<file path="config.mk">
export PLATFORM = sky130hd
export DESIGN_NAME = sr_chain_scanner
export DESIGN_NICKNAME = d
export VERILOG_FILES = /design/src/rtl/sr_scan_pkg.sv /design/src/rtl/sr_tick_gen.sv /design/src/rtl/sr_out_bank.sv /design/src/rtl/sr_in_bank.sv /design/src/rtl/sr_chain_scanner.sv
export SDC_FILE = /design/constraint.sdc
export NUM_CORES = 1
export LEC_CHECK = 0
export BUFFER_PORTS_ARGS = -buffer_cell sky130_fd_sc_hd__buf_2
export CAP_MARGIN = 10
export CORE_ASPECT_RATIO = 1.1
export CORE_MARGIN = 5
export CORE_UTILIZATION = 38
export CTS_BUF_LIST = sky130_fd_sc_hd__clkbuf_8
export DETAILED_ROUTE_END_ITERATION = 16
export SLEW_MARGIN = 20
export SYNTH_ARGS = -nofsm -noshare
export SYNTH_HDL_FRONTEND = slang
export SYNTH_SLANG_ARGS = --single-unit
</file>
<file path="constraint.sdc">
create_clock -name clk -period 4.2 [get_ports clk]
set_clock_uncertainty 0.05 [all_clocks]
set_input_delay 0.84 -clock clk [delete_from_list [all_inputs] [get_ports clk]]
set_output_delay 0.84 -clock clk [all_outputs]
set_load 0.02 [all_outputs]
</file>
<file path="src/rtl/sr_scan_pkg.sv">
package sr_scan_pkg;
   typedef enum logic [2:0] {
      ST_IDLE,
      ST_LOAD,
      ST_LOW,
      ST_HIGH,
      ST_LATCH
   } scan_st_t;
endpackage

</file>
<file path="src/rtl/sr_tick_gen.sv">
module sr_tick_gen #(
   parameter int DIV_W = 8
) (
   input  logic             clk,
   input  logic             rst_n,
   input  logic             run,
   input  logic [DIV_W-1:0] limit,
   output logic             tick
);
   logic [DIV_W-1:0] cnt;

   always_ff @(posedge clk or negedge rst_n) begin
      if (!rst_n)              cnt <= '0;
      else if (!run)           cnt <= '0;
      else if (cnt == limit)   cnt <= '0;
      else                     cnt <= cnt + DIV_W'(1);
   end

   assign tick = run && (cnt == limit);


   tick_gap_chk: assert property (@(posedge clk) disable iff (!rst_n)
      (tick && limit != '0) |=> !tick);
endmodule

</file>
<file path="src/rtl/sr_out_bank.sv">
module sr_out_bank #(
   parameter int MAX_REGS = 16,
   localparam int IDX_W = $clog2(MAX_REGS)
) (
   input  logic             clk,
   input  logic             rst_n,
   input  logic             wr_en,
   input  logic [IDX_W-1:0] wr_addr,
   input  logic [7:0]       wr_data,
   input  logic             snap,
   input  logic [IDX_W-1:0] sel_reg,
   input  logic [2:0]       sel_bit,
   output logic             bit_out
);
   logic [MAX_REGS-1:0][7:0] live;
   logic [MAX_REGS-1:0][7:0] shadow;

   always_ff @(posedge clk or negedge rst_n) begin
      if (!rst_n) begin
         live   <= '0;
         shadow <= '0;
      end else begin
         for (int i = 0; i < MAX_REGS; i++) begin
            if (wr_en && wr_addr == IDX_W'(i)) live[i] <= wr_data;
         end
         if (snap) shadow <= live;
      end
   end

   assign bit_out = shadow[sel_reg][sel_bit];


   shadow_hold_chk: assert property (@(posedge clk) disable iff (!rst_n)
      !snap |=> $stable(shadow));
endmodule

</file>
<file path="src/rtl/sr_in_bank.sv">
module sr_in_bank #(
   parameter int MAX_REGS = 16,
   localparam int IDX_W = $clog2(MAX_REGS)
) (
   input  logic             clk,
   input  logic             rst_n,
   input  logic             cap_en,
   input  logic [IDX_W-1:0] cap_reg,
   input  logic [2:0]       cap_bit,
   input  logic             cap_val,
   input  logic             commit,
   input  logic [IDX_W-1:0] rd_addr,
   output logic [7:0]       rd_data
);
   logic [MAX_REGS-1:0][7:0] cap;
   logic [MAX_REGS-1:0][7:0] arr;

   always_ff @(posedge clk or negedge rst_n) begin
      if (!rst_n) begin
         cap <= '0;
         arr <= '0;
      end else begin
         if (cap_en) cap[cap_reg][cap_bit] <= cap_val;
         if (commit) arr <= cap;
      end
   end

   assign rd_data = arr[rd_addr];


   commit_only_chk: assert property (@(posedge clk) disable iff (!rst_n)
      !commit |=> $stable(arr));
endmodule

</file>
<file path="src/rtl/sr_chain_scanner.sv">
module sr_chain_scanner
   import sr_scan_pkg::*;
#(
   parameter int MAX_REGS = 16,
   parameter int DIV_W    = 8,
   localparam int IDX_W   = $clog2(MAX_REGS),
   localparam int LEN_W   = $clog2(MAX_REGS + 1),
   localparam int CNT_W   = IDX_W + 3
) (
   input  logic             clk,
   input  logic             rst_n,
   input  logic [LEN_W-1:0] cfg_len,
   input  logic [DIV_W-1:0] cfg_div,
   input  logic             wr_en,
   input  logic [IDX_W-1:0] wr_addr,
   input  logic [7:0]       wr_data,
   input  logic [IDX_W-1:0] rd_addr,
   output logic [7:0]       rd_data,
   input  logic             start,
   output logic             busy,
   output logic             done,
   output logic             ser_clk,
   output logic             ser_dout,
   input  logic             ser_din,
   output logic             out_latch,
   output logic             in_load_n
);
   if (MAX_REGS < 2 || (MAX_REGS & (MAX_REGS - 1)) != 0) begin : g_bad_regs
      $error("MAX_REGS must be a power of two of at least 2");
   end
   if (DIV_W < 1) begin : g_bad_div
      $error("DIV_W must be at least 1");
   end

   scan_st_t         state;
   logic [CNT_W-1:0] cnt;
   logic [IDX_W-1:0] lenm1_q;
   logic [LEN_W-1:0] len_eff;
   logic [CNT_W-1:0] oidx;
   logic             tick, out_bit, last_bit, snap, cap_en, commit;

   always_comb begin
      if (cfg_len == '0)                      len_eff = LEN_W'(1);
      else if (cfg_len > LEN_W'(MAX_REGS))    len_eff = LEN_W'(MAX_REGS);
      else                                    len_eff = cfg_len;
   end

   assign busy     = (state != ST_IDLE);
   assign snap     = (state == ST_IDLE) && start;
   assign cap_en   = (state == ST_LOW) && tick;
   assign commit   = (state == ST_LATCH) && tick;
   assign oidx     = (state == ST_HIGH) ? cnt + CNT_W'(1) : cnt;
   assign last_bit = (cnt[CNT_W-1:3] == lenm1_q) && (&cnt[2:0]);

   sr_tick_gen #(.DIV_W(DIV_W)) u_tick (
      .clk(clk), .rst_n(rst_n), .run(busy), .limit(cfg_div), .tick(tick));

   sr_out_bank #(.MAX_REGS(MAX_REGS)) u_out (
      .clk(clk), .rst_n(rst_n), .wr_en(wr_en), .wr_addr(wr_addr),
      .wr_data(wr_data), .snap(snap),
      .sel_reg(lenm1_q - oidx[CNT_W-1:3]), .sel_bit(oidx[2:0]),
      .bit_out(out_bit));

   sr_in_bank #(.MAX_REGS(MAX_REGS)) u_in (
      .clk(clk), .rst_n(rst_n), .cap_en(cap_en),
      .cap_reg(cnt[CNT_W-1:3]), .cap_bit(~cnt[2:0]), .cap_val(ser_din),
      .commit(commit), .rd_addr(rd_addr), .rd_data(rd_data));

   always_ff @(posedge clk or negedge rst_n) begin
      if (!rst_n) begin
         state     <= ST_IDLE;
         cnt       <= '0;
         lenm1_q   <= '0;
         ser_clk   <= 1'b0;
         ser_dout  <= 1'b0;
         in_load_n <= 1'b1;
         out_latch <= 1'b0;
         done      <= 1'b0;
      end else begin
         done <= 1'b0;
         unique case (state)
            ST_IDLE: if (start) begin
               state     <= ST_LOAD;
               lenm1_q   <= IDX_W'(len_eff - LEN_W'(1));
               cnt       <= '0;
               in_load_n <= 1'b0;
            end
            ST_LOAD: if (tick) begin
               in_load_n <= 1'b1;
               ser_dout  <= out_bit;
               state     <= ST_LOW;
            end
            ST_LOW: if (tick) begin
               ser_clk <= 1'b1;
               state   <= ST_HIGH;
            end
            ST_HIGH: if (tick) begin
               ser_clk <= 1'b0;
               if (last_bit) begin
                  out_latch <= 1'b1;
                  state     <= ST_LATCH;
               end else begin
                  cnt      <= cnt + CNT_W'(1);
                  ser_dout <= out_bit;
                  state    <= ST_LOW;
               end
            end
            ST_LATCH: if (tick) begin
               out_latch <= 1'b0;
               done      <= 1'b1;
               state     <= ST_IDLE;
            end
            default: state <= ST_IDLE;
         endcase
      end
   end


   idle_quiet_chk: assert property (@(posedge clk) disable iff (!rst_n)
      !busy |-> (!ser_clk && in_load_n && !out_latch));

   dout_hold_chk: assert property (@(posedge clk) disable iff (!rst_n)
      (ser_clk && $past(ser_clk)) |-> $stable(ser_dout));

   latch_clk_low_chk: assert property (@(posedge clk) disable iff (!rst_n)
      out_latch |-> !ser_clk);

   load_clk_low_chk: assert property (@(posedge clk) disable iff (!rst_n)
      !in_load_n |-> !ser_clk);

   done_pulse_chk: assert property (@(posedge clk) disable iff (!rst_n)
      done |=> !done);

   busy_start_chk: assert property (@(posedge clk) disable iff (!rst_n)
      (busy && start) |=> ((busy || done) && $stable(lenm1_q)));
endmodule

</file>
After elaboration in Yosys (flattened, before gate mapping)
Cells that the tools add are included.

operators by class
  mux-type cells = 41
  equal/unequal tests = 28
  add/subtract/negate cells = 4
  bitwise gates (word level) = 1
  order comparisons = 8
  reduce and logical (&&, ||, !) cells = 40

operators with widths
  kind                   number
  $bwmux W128            1
  $bmux W8 S4            2
  $mux W8                5
  $demux W8 S4           1
  $eq A4 B4 Y1 const B   8
  $mux W7                4
  $logic_and A1 B1 Y1    23
  $mux W3                6
  $eq A4 B3 Y1 const B   4
  $lt A4 B5 Y1 const B   3
  $pmux W3 S5            1
  $ne A2 B2 Y1 const B   7
  $pmux W7 S2            1
  $mux W1                12
  $reduce_and A4 Y1      3
  $reduce_bool A2 Y1     5
  $reduce_and A3 Y1      3
  $add A8 B1 Y8 const B  1
  $eq A4 B2 Y1 const B   2
  $eq A8 B8 Y1           1
  $lt A3 B4 Y1 const B   2
  $mux W4                2
  $pmux W1 S2            4
  $add A7 B1 Y7 const B  1
  other kinds (19)       20

storage, ports and cells
  register bits after elaboration = 539
  word-level logic and storage cells = 195
  output and inout port bits = 14
  input bits = 34

Depth between registers and ports, before layout
Gate-level depths: netlist (run 1).

  depth in word-level cells = 10
  mapped depth = 17
  mapped depth without buffers = 14

Cells and area by module
Synthesis (run 1) repeated with hierarchy kept, for this count alone.

second synthesis, totals
  cells, all modules = 1634
  area total of the unflattened synthesis = 24098.1 sq um

by module, submodules not included
  module            times used  cells an instance  sequential area each (sq um)  area each (sq um)
  sr_in_bank        1           798                6406.1                        11672.4
  sr_out_bank       1           650                6406.1                        10642.7
  sr_chain_scanner  1           140                476.7                         1282.5
  sr_tick_gen       1           46                 200.2                         500.5

Worst setup path before layout (run 1)
OpenSTA, ideal clock, no wires.

  path type = register to register
  from = register cnt[2]
  to = register ser_dout
  path slack = 346 ps
  required time = 4024 ps
  stages on the path, launching flop included = 15
  clock period less this slack = 3854 ps
  arrival time = 3678 ps
  library setup time = 126 ps
  buffers on the path = 3
  cell sequence = dfrtp_1 clkbuf_1 nand2_1 nor2_1 nand2_1 xnor2_1 ha_1 fa_1 buf_2 clkbuf_1 mux4_2 and2b_1 a2111oi_0 o21ai_1 a221o_1

between the ends
  word-level cells in the longest chain between the ends = 10
  elaborated cells between the ends (all ways) = 15
  classes of those cells = add/sub (2); eq/ne (1); mux (9); reduce/logical (3)

ends and longest elaborated chain
  element                        RTL line                 text
  start: declaration             sr_chain_scanner.sv:36   logic [CNT_W-1:0] cnt;
  start signal: assignment       sr_chain_scanner.sv:103  cnt <= cnt + CNT_W'(1);
  $add A7 B1 Y7                  sr_chain_scanner.sv:52   assign oidx = (state == ST_HIGH) ? cnt + CNT_W'(1) : cnt;
  $mux W7                        sr_chain_scanner.sv:52
  $sub A4 B4 Y4                  sr_chain_scanner.sv:61   .sel_reg(lenm1_q - oidx[CNT_W-1:3]), .sel_bit(oidx[2:0]),
  $bmux W8 S4                    sr_out_bank.sv:30        assign bit_out = shadow[sel_reg][sel_bit];
  $mux W8 (not written as such)  sr_out_bank.sv:30
  $bmux W1 S3                    sr_out_bank.sv:30
  $mux W1 (not written as such)  sr_out_bank.sv:30
  $mux W1                        sr_chain_scanner.sv:99   if (last_bit) begin
  $mux W1                        sr_chain_scanner.sv:97   ST_HIGH: if (tick) begin
  $pmux W1 S2                    sr_chain_scanner.sv:81   unique case (state)
  end signal: assignment         sr_chain_scanner.sv:90   ser_dout <= out_bit;
  end signal: assignment         sr_chain_scanner.sv:104  ser_dout <= out_bit;
  end: declaration               sr_chain_scanner.sv:23   output logic ser_dout,

Parallel ways exist; a longest one is shown, timed or not. The select of a mux whose other input is x is not followed.
A chain may end at the register's enable or synchronous reset.

Worst setup path in the final report (run 1)
Same ends and word-level chain as after synthesis.

==> results of run 1 <==
area by class of cell:
class | count | area [um^2] | area share (%)
flip-flops and latches | 539 | 13490 | 50.46
inverters | 10 | 42.54 | 0.1591
well taps | 824 | 1031 | 3.857
clock buffers | 125 | 1720 | 6.436
clock inverters | 45 | 246.5 | 0.9221
multi-input cells | 1222 | 9477 | 35.45
repair buffers | 84 | 724.4 | 2.710
layer usage:
metal	track usage [%]	vias to the layer above	routed length [um]
met5	0	-	0
met4	4.860	0	1348
met3	3.297	96	2131
met2	26.26	247	25820
met1	22.48	7473	24330
li1	-	6557	-
worst max-delay path: cells and delay by family, from the launching register on:
family | cells | cell delay (ns)
AOI/OAI and AO/OA | 2 | 0.33
xor gates and xnor gates | 2 | 0.36
adders and majority gates | 2 | 0.55
buffers and inverters | 1 | 0.27
DFF | 1 | 0.53
muxes | 3 | 0.85
and+or+nand+nor | 4 | 0.75
path summary, 6_finish.rpt:
check,start,end,depth (start not counted)
setup / recovery,cnt[2]$_DFFE_PN0P_,ser_dout$_DFFE_PN0P_,14
hold / removal,rst_n,u_in.cap[46]$_DFFE_PN0P_,1
setup reg to reg,cnt[2]$_DFFE_PN0P_,ser_dout$_DFFE_PN0P_,14
hold reg to reg,u_in.cap[60]$_DFFE_PN0P_,u_in.arr[60]$_DFFE_PN0P_,2
max in group asynchronous,rst_n,u_in.cap[81]$_DFFE_PN0P_,3
min in group clk,u_in.cap[60]$_DFFE_PN0P_,u_in.arr[60]$_DFFE_PN0P_,2
stage by stage:
step / setup slack [ns] / cells / total power [mW]
final: 0.3824 / 2849 / 14.14
after global routing: 0.1691 / 2849 / 14.89
after CTS: 0.3587 / 2848 / 14.35
after detailed placement: 0.3971 / 2678 / 9.371
after global placement: 0.5151 / 2678 / 9.245
after floorplan: 0.3457 / 1882 / 8.519
logic make-up after synthesis:
family | Yosys count | synth area share [%]
AND/OR/NAND/NOR | 673 | 11.66
flip-flops | 539 | 57.48
multiplexers | 477 | 26.05
buffers and inverters | 121 | 2.282
AO/OA/AOI/OAI | 38 | 1.077
XOR/XNOR | 25 | 0.9330
adder cells (fa/ha/maj) | 9 | 0.5118
power groups by stage:
stage	Combinational, mW	Sequential [mW]	Clock, mW
after floorplan	2.01	6.51	0
after global placement	2.51	6.74	0
after detailed placement	2.60	6.77	0
after CTS	2.61	6.69	5.05
after global routing	2.82	6.79	5.28
final	2.57	6.68	4.89
placed cells by master (no fill, tap or decap), types with 5 or more instances in the layout:
| master | instances |
|---|---|
| clkbuf_8 | 125 |
| nand3_1 | 14 |
| nand2b_1 | 8 |
| mux4_2 | 68 |
| dfrtp_1 | 538 |
| xnor2_1 | 18 |
| o21ai_0 | 5 |
| clkinv_2 | 9 |
| buf_12 | 14 |
| inv_1 | 40 |
| nand2_1 | 458 |
| mux2_1 | 12 |
| mux2_2 | 375 |
| buf_4 | 22 |
| ha_1 | 7 |
| nor2_1 | 140 |
| nor2b_1 | 8 |
| nor3_1 | 8 |
| nor3b_1 | 5 |
| buf_2 | 45 |
| mux2i_1 | 21 |
| xor2_1 | 6 |
| a21oi_1 | 10 |
==> flow_metrics.env, run 1 <==
export IMPL_clockBufferDepth=3
export IMPL_cp_slowest_stage_delay_ns=0.53
export IMPL_fillers=5687
export IMPL_period_minus_slack_ns=3.818
export IMPL_cp_max_fo=29
export IMPL_gp_congestion=0.7965
export IMPL_cts_htree_levels=3
export IMPL_final_area_um2=26730
export IMPL_synth_area_leaders="dfrtp_1, mux2_2, nand2_1, mux4_2, nor2_1"
export IMPL_yosysTopAreaCellShare_pct=57.37
export IMPL_grt_pass1_vias=15390
export IMPL_maxSlewViolCount=0
export IMPL_crit_top_cell="nand2_1"
export IMPL_wl_per_cell_um=18.82
export IMPL_netlist_instances=1882
export IMPL_p_leak_nw=12.92
export IMPL_core_area_um2=61100
export IMPL_placed_area_um2=24740
export IMPL_rows=95
export IMPL_worstPathRequired_ns=4.69
export IMPL_wirelength_um=53620
export IMPL_clkSlewWorstSetupHoldPaths_ns=0.06
export IMPL_area_growth_pct=13.90
export IMPL_grt_pass1_wl_um=87570
export IMPL_synth_seq_area_share_pct=57.48
export IMPL_switching_share_pct=27.05
export IMPL_synth_edf_count=0
export IMPL_async_flop_share_pct=100.0
export IMPL_drt_iter0_drc=852
export IMPL_crit_chain="nand2_1 -> nor2_1 -> nand2_1 -> xnor2_1 -> ha_2 -> fa_2 -> xnor2_2 -> buf_12 -> mux4_2 -> mux2i_1 -> mux2_2 -> a211oi_1 -> and4_1 -> a221o_1"
export IMPL_clockPowerShare_pct=34.6
export IMPL_yosys_top_cells_count="dfrtp_1, nand2_1, mux2_2"
export IMPL_io_buffers=47
export IMPL_p_int_mw=10.32
export IMPL_layout_drive_gt1_share_pct=33.63
export IMPL_die_h_um=270.6
export IMPL_pwr_share_comb_pct=18.1
export IMPL_viasPerCell=5.045
export IMPL_hpwl_um=33430
export IMPL_die_w_um=247.0
export IMPL_r2r_setup_slack_ns=0.38
export IMPL_critical_path_slowest_cell="dfrtp_1"
export IMPL_maxCapViolCount=0
export IMPL_track_usage_pct=16.32
export IMPL_worst_setup_path_start_kind="flop"
export IMPL_finalSetupTns_ns=0
export IMPL_finalCritPeriodShare_pct=90.89
export IMPL_min_path_type="in -> async"
export IMPL_hold_buffers=0
export IMPL_synth_main_ff_cell="dfrtp_1"
export IMPL_power_density_nw_per_um2=529.1
export IMPL_fin_util_pct=43.75
export IMPL_grt_max_degree=137
export IMPL_fin_hold_ws_ns=0.08571
export IMPL_finalHoldViolCount=0
export IMPL_diodes=0
export IMPL_cts_buffers=94
export IMPL_worst_pin_slew_ns=1.013
export IMPL_fmax_ghz=0.2619
export IMPL_yosysMostFrequentCell="dfrtp_1"
export IMPL_drc=0
export IMPL_p_seq_share_pct=47.3
export IMPL_peakVddDrop_mv=0.2967
export IMPL_clockRootBuffer="clkbuf_8"
export IMPL_start_util_pct=38.41
export IMPL_post_cts_buffers=0
export IMPL_cts_tree="built"
export IMPL_overflow=0
export IMPL_path_class="reg -> reg"
export IMPL_slew_headroom_pct=32.24
export IMPL_synth_area_um2=23470
export IMPL_nets=1994
export IMPL_clock_latency_ns=0.66
export IMPL_via_count=14370
export IMPL_cts_resized=0
export IMPL_dr_pass1_iters=5
export IMPL_die_area_um2=66840
export IMPL_postSynthAreaPerCell_um2=12.47
export IMPL_end_kind="flop"
export IMPL_drtAntennaViolNets=0
export IMPL_ys_types=55
export IMPL_boundaryPins=48
export IMPL_cp_arrival_ns=4.31
export IMPL_synth_warnings=0
export IMPL_yosysTopAreaCell="dfrtp_1"
export IMPL_setup_viol=0
export IMPL_ys_ff_latch=539
export IMPL_rsz0062_at_grt="no"
export IMPL_antenna_found_initial=0
export IMPL_status="complete, no violations"
export IMPL_cts_sinks=539
export IMPL_synth_net_count=1925
export IMPL_switching_power_mw=3.826
(Power assumes the default switching activity.)
==> run 2: changes to the inputs <==
==> constraint.sdc (replaced) <==
create_clock -name clk -period 3.5 [get_ports clk]
set_clock_uncertainty 0.05 [all_clocks]
set_input_delay 0.7 -clock clk [delete_from_list [all_inputs] [get_ports clk]]
set_output_delay 0.7 -clock clk [all_outputs]
set_load 0.02 [all_outputs]
==> run 2 against run 1 <==
Effect of this change:
- combinational power increased by 27%
- sequential share of layout area is 0.38 points lower
- critical path depth grew 1
- core utilization increased by 0.33 points
- sequential cell count did not move
==> flow_metrics.env, run 2 (synthesized netlist as in run 1, its figures left out) <==
export IMPL_status="complete, no violations"
export IMPL_cp_arrival_ns=3.92
export IMPL_track_usage_pct=16.02
export IMPL_dp_cells=2700
export IMPL_die_w_um=247.0
export IMPL_pwr_share_comb_pct=19.1
export IMPL_path_class="reg -> reg"
export IMPL_switching_power_mw=4.681
export IMPL_io_buffers=47
export IMPL_cp_max_fo=7
export IMPL_wirelength_um=52770
export IMPL_maxCapViolCount=0
export IMPL_layout_commonest_cell="dfrtp_1"
export IMPL_overflow=0
export IMPL_p_int_mw=12.43
export IMPL_finalHoldViolCount=0
export IMPL_p_leak_nw=13.03
export IMPL_final_area_um2=26930
export IMPL_antenna_found_initial=0
export IMPL_seqCellArea_um2=13490
export IMPL_power_density_nw_per_um2=635.1
export IMPL_diodes=0
export IMPL_drtAntennaViolNets=0
export IMPL_grt_max_degree=130
export IMPL_worst_setup_path_start_kind="flop"
export IMPL_cts_htree_levels=3
export IMPL_layout_drive_gt1_share_pct=34.85
export IMPL_layout_common_cells="dfrtp_1, nand2_1, mux2_2"
export IMPL_multi_input_area_um2=9525
export IMPL_p_seq_share_pct=47.0
export IMPL_hpwl_um=33610
export IMPL_maxSlewViolCount=0
export IMPL_period_minus_slack_ns=3.396
export IMPL_viasPerCell=5.014
export IMPL_cts_sinks=539
export IMPL_drt_iter0_drc=797
export IMPL_fin_hold_ws_ns=0.3089
export IMPL_dr_pass1_iters=5
export IMPL_clockRootBuffer="clkbuf_8"
export IMPL_clkSlewWorstSetupHoldPaths_ns=0.07
export IMPL_grt_pass1_wl_um=86480
export IMPL_fmax_ghz=0.2945
export IMPL_start_util_pct=38.41
export IMPL_clockPowerShare_pct=34.0
export IMPL_rsz0062_at_grt="yes"
export IMPL_slew_headroom_pct=39.38
export IMPL_nets=2018
export IMPL_finalCritPeriodShare_pct=97.02
export IMPL_cts_buffers=93
export IMPL_worstPathRequired_ns=4.02
export IMPL_end_kind="flop"
export IMPL_area_growth_pct=14.77
export IMPL_min_path_type="in -> reg"
export IMPL_boundaryPins=48
export IMPL_die_h_um=270.6
export IMPL_peakVddDrop_mv=0.3214
export IMPL_cts_tree="built"
export IMPL_clock_latency_ns=0.68
export IMPL_worst_pin_slew_ns=0.9059
export IMPL_fillers=5694
export IMPL_finalSetupTns_ns=0
export IMPL_clockBufferDepth=3
export IMPL_core_area_um2=61100
export IMPL_die_area_um2=66840
export IMPL_finalPower_mw=17.11
export IMPL_via_count=14390
export IMPL_drc=0
export IMPL_rows=95
export IMPL_setup_viol=0
export IMPL_instances_no_fill=2870
export IMPL_placed_area_um2=24930
export IMPL_grt_pass1_vias=15410
export IMPL_wl_per_cell_um=18.39
export IMPL_switching_share_pct=27.36
export IMPL_gp_congestion=0.8247
run 2: cell types whose count changed in the layout (fill, tap and decap cells not counted), sizes merged:
cell	delta
clkbuf	-2
bufinv	-1
buf	+24
clkinv	+2
inv	-2
dlygate4sd3	+1
clkinvlp	-1
run 2: worst paths after layout:
| kind | slack, ns | cells after the start | start | to |
|---|---|---|---|---|
| setup reg to reg | 0.10 | 15 | state[2]$_DFFE_PN0P_ | ser_dout$_DFFE_PN0P_ |
| hold / removal | 0.31 | 3 | start | in_load_n$_DFFE_PN1P_ |
| hold reg to reg | 0.40 | 2 | u_in.cap[78]$_DFFE_PN0P_ | u_in.arr[78]$_DFFE_PN0P_ |
| setup / recovery | 0.10 | 15 | state[2]$_DFFE_PN0P_ | ser_dout$_DFFE_PN0P_ |
| max in group asynchronous | 2.01 | 3 | rst_n | u_in.cap[37]$_DFFE_PN0P_ |
| min in group asynchronous | 0.45 | 2 | rst_n | u_in.cap[13]$_DFFE_PN0P_ |
run 2: layout make-up:
class / instances / share of cell area, %
clock buffer: 123 / 6.285
multi-input combinational: 1222 / 35.36
timing repair buffer: 109 / 3.414
clock inverter: 43 / 0.8687
sequential: 539 / 50.08
inverter: 10 / 0.1579
tap: 824 / 3.828
run 2: power groups by stage:
stage,sequential (mW),combinational (mW),clock (mW)
after detailed placement,8.13,3.24,0
after global routing,8.15,3.58,6.29
after global placement,8.11,3.14,0
after CTS,8.03,3.26,5.99
after floorplan,7.81,2.42,0
final,8.04,3.26,5.81
run 2: what timing repair did:
action,CTS,global route
setup endpoints to repair,1,1
pin swaps,1,4
gates resized for setup,0,7
hold buffers,1,0
setup buffers,0,3
cloned,0,0
endpoints found under the hold margin,17,0
run 2: per-layer routing:
metal	wire length [um]	global-route usage [%]	up-vias
met3	2273	3.179	97
met4	1196	4.905	0
met5	0	0	-
li1	-	-	6591
met1	23340	21.41	7438
met2	25950	26.49	263
run 2: worst max-delay path, cell delays in order (launching register included):
cell,delay [ns]
dfrtp_1,0.38
nand3b_4,0.20
inv_6,0.07
nand2_1,0.06
xnor2_1,0.14
ha_2,0.20
fa_2,0.40
xnor2_4,0.19
buf_12,0.15
buf_12,0.13
mux4_2,0.50
mux2i_1,0.19
mux2i_1,0.12
nor3_1,0.16
nor4b_1,0.08
a221o_1,0.29
run 2: metrics by stage:
stage                     setup WS, ns  util (%)
final                           0.1044     44.09
after global routing          -0.06703     44.09
after CTS                      0.02117     43.98
after detailed placement      -0.01712     40.81
after global placement         0.03622     40.81
after floorplan                0.01015         -
